==> config.mk <==
export PLATFORM = sky130hd
export DESIGN_NAME = lift_rot
export DESIGN_NICKNAME = d
export VERILOG_FILES = /design/src/rtl/lift_pkg.sv /design/src/rtl/lift_mul.sv /design/src/rtl/lift_stage.sv /design/src/rtl/lift_rot.sv
export SDC_FILE = /design/constraint.sdc
export NUM_CORES = 1
export LEC_CHECK = 0
export BUFFER_PORTS_ARGS = -buffer_cell sky130_fd_sc_hd__buf_4
export CAP_MARGIN = 15
export CORE_MARGIN = 4
export CORE_UTILIZATION = 64
export CTS_CLUSTER_SIZE = 24
export DETAILED_ROUTE_END_ITERATION = 10
export PLACE_DENSITY = 0.81
export SYNTH_ARGS = -nofsm -noshare
export SYNTH_HDL_FRONTEND = slang
export SYNTH_SLANG_ARGS = --single-unit
==> constraint.sdc <==
create_clock -name clk -period 7.3 [get_ports clk]
set_input_delay 0.73 -clock clk [delete_from_list [all_inputs] [get_ports clk]]
set_output_delay 0.73 -clock clk [all_outputs]
set_load 0.005 [all_outputs]
==> src/rtl/lift_pkg.sv <==
package lift_pkg;
    typedef enum logic {
        DIR_FWD = 1'b0,
        DIR_INV = 1'b1
    } lift_dir_e;

    typedef enum logic {
        TGT_A = 1'b0,
        TGT_B = 1'b1
    } lift_tgt_e;

    localparam int unsigned NUM_STEPS = 3;
endpackage

==> src/rtl/lift_mul.sv <==
module lift_mul #(
    parameter int W    = 12,
    parameter int CFW  = 10,
    parameter int CWL  = 8,
    parameter int COEF = 0
) (
    input  logic signed [W-1:0] x,
    output logic signed [W-1:0] y
);
    localparam int PW = W + CFW;
    localparam logic signed [CFW-1:0] C = CFW'(COEF);

    logic signed [PW-1:0] x_ext;
    logic signed [PW-1:0] c_ext;
    logic signed [PW-1:0] full;

    always_comb begin
        x_ext = PW'(x);
        c_ext = PW'(C);
        full  = x_ext * c_ext;
        y     = W'(full >>> CWL);
    end
endmodule

==> src/rtl/lift_stage.sv <==
module lift_stage
    import lift_pkg::*;
#(
    parameter int        W    = 12,
    parameter int        CFW  = 10,
    parameter int        CWL  = 8,
    parameter int        COEF = 0,
    parameter lift_tgt_e TGT  = TGT_A
) (
    input  logic               clk,
    input  logic               rst_n,
    input  logic               v_i,
    input  lift_dir_e          dir_i,
    input  logic signed [W-1:0] a_i,
    input  logic signed [W-1:0] b_i,
    output logic               v_o,
    output lift_dir_e          dir_o,
    output logic signed [W-1:0] a_o,
    output logic signed [W-1:0] b_o
);
    logic signed [W-1:0] src;
    logic signed [W-1:0] dst;
    logic signed [W-1:0] delta;
    logic signed [W-1:0] upd;
    logic signed [W-1:0] a_nx;
    logic signed [W-1:0] b_nx;

    generate
        if (TGT == TGT_A) begin : g_tgt_a
            always_comb begin
                src  = b_i;
                dst  = a_i;
                a_nx = upd;
                b_nx = b_i;
            end
        end else begin : g_tgt_b
            always_comb begin
                src  = a_i;
                dst  = b_i;
                a_nx = a_i;
                b_nx = upd;
            end
        end
    endgenerate

    lift_mul #(.W(W), .CFW(CFW), .CWL(CWL), .COEF(COEF)) u_mul (
        .x (src),
        .y (delta)
    );

    always_comb begin
        unique case (dir_i)
            DIR_FWD: upd = dst + delta;
            DIR_INV: upd = dst - delta;
            default: upd = dst;
        endcase
    end

    always_ff @(posedge clk or negedge rst_n) begin
        if (!rst_n) begin
            v_o   <= 1'b0;
            dir_o <= DIR_FWD;
            a_o   <= '0;
            b_o   <= '0;
        end else begin
            v_o <= v_i;
            if (v_i) begin
                dir_o <= dir_i;
                a_o   <= a_nx;
                b_o   <= b_nx;
            end
        end
    end
endmodule

==> src/rtl/lift_rot.sv <==
module lift_rot
    import lift_pkg::*;
#(
    parameter int IW    = 10,
    parameter int GUARD = 2,
    parameter int CWL   = 8,
    parameter int CFW   = 10,
    parameter int P_NUM = -106,
    parameter int U_NUM = 181
) (
    input  logic                 clk,
    input  logic                 rst_n,
    input  logic                 in_valid,
    input  logic                 in_inv,
    input  logic [IW-1:0]        in_a,
    input  logic [IW-1:0]        in_b,
    output logic                 out_valid,
    output logic                 out_inv,
    output logic [IW+GUARD-1:0]  out_a,
    output logic [IW+GUARD-1:0]  out_b
);
    localparam int W = IW + GUARD;
    localparam int N = NUM_STEPS;

    logic                v_s   [N+1];
    lift_dir_e           d_s   [N+1];
    logic signed [W-1:0] a_s   [N+1];
    logic signed [W-1:0] b_s   [N+1];

    always_comb begin
        v_s[0] = in_valid;
        d_s[0] = lift_dir_e'(in_inv);
        a_s[0] = W'($signed(in_a));
        b_s[0] = W'($signed(in_b));
    end

    for (genvar s = 0; s < N; s++) begin : g_step
        localparam int        STEP_COEF = (s == 1) ? U_NUM : P_NUM;
        localparam lift_tgt_e STEP_TGT  = (s == 1) ? TGT_B : TGT_A;
        lift_stage #(
            .W(W), .CFW(CFW), .CWL(CWL), .COEF(STEP_COEF), .TGT(STEP_TGT)
        ) u_stage (
            .clk   (clk),
            .rst_n (rst_n),
            .v_i   (v_s[s]),
            .dir_i (d_s[s]),
            .a_i   (a_s[s]),
            .b_i   (b_s[s]),
            .v_o   (v_s[s+1]),
            .dir_o (d_s[s+1]),
            .a_o   (a_s[s+1]),
            .b_o   (b_s[s+1])
        );
    end

    always_comb begin
        out_valid = v_s[N];
        out_inv   = (d_s[N] == DIR_INV);
        out_a     = a_s[N];
        out_b     = b_s[N];
    end
endmodule

==> impl_summary.txt <==
----------------------------------------------------
[Status]
  Result of the run ... complete, no violations

[Floorplan]
  Top-level port count ... 50
  Die ar. ... 17840 µm²
  Initial Util ... 65.91%
  Std cell rows ... 45
  Die span in y ... 133.6 µm
  Area inside the core boundary ... between 15000 and 20000 µm²
  Horizontal die dimension ... roughly 130 µm

[Clock tree]
  Total clock buffers created by CTS ... 9
  Clock Root Buffer ... clkbuf_16
  PostCTS Resize Cnt ... 0
  Worst-path clk slew ... 60 ps
  Total of hold buffers inserted after clock tree synthesis ... 0
  Clock sink count ... 74
  Clock latency of the later-clocked register in the worst-skew pair ... 360 ps
  Maximum clock path buffer count ... 2
  Post-CTS setup buffers ... 0
  Level count of the clock H-tree ... 3
  Clock tree from TritonCTS ... done

[Finish]
  Count of filler cells inserted in the layout ... 1206
  Number of nets in the layout ... 1377
  Area overhead of the layout relative to synthesis ... 6.830%
  Inserted Diodes ... 0
  Share of final-layout standard cells stronger than drive strength 1 ... about an eighth

[Setup path]
  Worst-path maximum fanout ... 5
  Critical path's most frequent cell ... ha_1
  Critical path class ... reg2reg
  Endpoint class of the critical path ... register
  Cell type of the slowest stage on the worst timing path ... fa_1
  CP top delay family ... adder cells
  Critical path startpoint category ... register
  CP bufs+invs ... 4
  Worst EP arrival ... 7050 ps
  Critical Path Max Stage Delay ... 540 ps
  Endpoint required time on the critical path ... 7570 ps

[Synthesis]
  Synthesized Nets ... 1364
  Distinct cell type count after synthesis ... 73
  Cell types occupying the most area after synthesis ... ha_1 21%, dfrtp_1 18%, fa_1 13%
  Post-synth top flop ... dfrtp_1
  Mean area per synthesized cell ... a little over 9 µm²
  Post-Synthesis Cells ... 1102
  Count of flip-flops with a built-in enable after synthesis ... 0
  #FFs+latches synth ... 74
  Yosys warning total ... 0
  Post-synth top area share ... 21.32%
  Fraction of registers with async set/reset ... 100.0%
  Summed instance area of the synthesized netlist ... around 10000 µm²
  Post-synthesis cell type with the largest combined area ... ha_1
  Share of synthesized area occupied by flip-flops and latches ... 18.35%

[Place]
  DP Wirelength ... 16030 µm
  Count of input and output buffers ... 49
  Placer Congestion ... 0.8631

[Timing]
  Setup repair after global routing missed its margin ... false
  Post-route setup TNS ... 0 ps
  Worst max-slew margin expressed relative to the limit ... 36.75%
  Final critical-path share of the clock period ... 92.92%
  Final Slew Violations ... 0
  Worst-case clock skew ... 9.040 ps
  Maximum clock rate ... 0.1474 GHz
  Final critical delay including setup and external delays ... 6783 ps
  Worst-margin pin slew ... 948.8 ps
  Final number of hold-violating endpoints ... 0
  Number of setup violations in the final report ... 0

[Hold path]
  Type of the tightest min-delay check ... reg2reg

[Routing]
  Count of TritonRoute iterations in the first routing pass ... 5
  Remaining DRCs ... 0
  Post-detailed-route wirelength per cell ... between 10 and 15 µm
  Violation count after the first detailed-routing iteration ... 413
  Via/cell ratio ... 5.629
  Total number of vias ... 7486
  DRT Wirelength ... 19780 µm
  Residual antenna-violating net count after detailed routing ... 0

[Global route]
  Wire length of the first global-routing pass ... approximately 35000 µm
  Number of global-route vias before repair ... 7695
  Overall fraction of global-route tracks in use ... 23.96%
  Maximum number of pins on one net before global-route repair ... 75
  Leftover overflow at the end of global routing ... 0
  Antenna violations before repair ... 0

[Run]
  Number of maximum-capacitance violations ... 0

----------------------------------------------------
[worst min-delay path, cell delays in order, from the launching register on]
cell and delay [ps]:
dfrtp_1 350, nand2_1 50, o21ai_0 70
[routing by layer]
metal	GRT usage (%)	up-vias	wire [µm]
li1	-	3747	-
met1	30.11	3615	8919
met2	42.95	99	10050
met3	3.059	25	442
met4	7.486	0	363
met5	0	-	0
[state kept, by name (all words and copies together), names as in the netlist]
register / cells
g_step.u_stage.v_o: 3
g_step.u_stage.a_o: 34
g_step.u_stage.b_o: 34
g_step.u_stage.dir_o: 3
[final cells by class]
class	count	area, µm²	share of cell area [%]
clock buffers	9	225.2	2.089
clock inverters	6	92.59	0.8587
inverters	200	750.7	6.962
multi-input cells	779	7216	66.92
flip-flops and latches	74	1852	17.17
well taps	211	264.0	2.448
repair buffers	51	382.9	3.551
[synthesized netlist by cell type, drive strengths merged (7+ instances only)]
cell type,instances
o21bai,7
ha,172
xnor2,47
clkbuf,18
fa,66
a21oi,49
or3,11
nor3,17
o211ai,13
o31ai,11
mux2i,7
nand3,12
inv,200
mux2,45
buf,31
nor2,64
nand2,44
a31oi,7
o21a,9
dfrtp,74
and2,9
o21ai,43
a21o,11
and3,8
xor2,27
[metrics by stage]
step                instance area (µm²)  utilization, %  hold slack, ps  setup slack [ps]  std cells
detailed placement                10470           68.33           490.2             344.9       1315
floorplan                         10090               -           351.9             828.5       1102
CTS                               10780           70.41           505.9             578.0       1330
global placement                  10470           68.33           481.0             481.0       1315
global route                      10780           70.41           525.5             46.82       1330
finish                            10780           70.41           499.5             516.6       1330
[layout by cell type (no fill, tap or decap), drive strengths merged, types with 11 or more instances in the layout]
cell / Yosys / final
nand2: 44 / 44
o211ai: 13 / 13
xor2: 27 / 27
xnor2: 47 / 47
o21ai: 43 / 43
nor2: 64 / 64
or3: 11 / 11
nor3: 17 / 17
inv: 200 / 200
fa: 66 / 66
a21oi: 49 / 49
mux2: 45 / 45
dfrtp: 74 / 74
nand3: 12 / 12
a21o: 11 / 11
buf: 31 / 51
o31ai: 11 / 11
ha: 172 / 172
[cells by family (layout without fill, tap and decap cells)]
family	Yosys count	in the layout	synth area share, %
simple gates	209	209	10.59
compound gates	205	205	14.13
buf+inv	249	266	10.16
flops	74	74	18.35
fa+ha+maj	238	238	34.41
xor+xnor	75	75	6.644
mux	52	52	5.715
[worst paths after layout]
path / start / endpoint / slack [ps] / cells after the start
max in group asynchronous: rst_n / g_step[0].u_stage.a_o[0] / 6160 / 1
worst max register to register: g_step[1].u_stage.b_o[4] / g_step[2].u_stage.a_o[11] / 520 / 30
worst min register to register: g_step[2].u_stage.a_o[0] / g_step[2].u_stage.a_o[0] / 500 / 2
worst max-delay path: g_step[1].u_stage.b_o[4] / g_step[2].u_stage.a_o[11] / 520 / 30
worst min-delay path: g_step[2].u_stage.a_o[0] / g_step[2].u_stage.a_o[0] / 500 / 2
min in group asynchronous: rst_n / g_step[2].u_stage.b_o[9] / 530 / 1
Power is not shown: default switching activity piles up to over one toggle a cycle in this logic, so the estimate is an artifact.
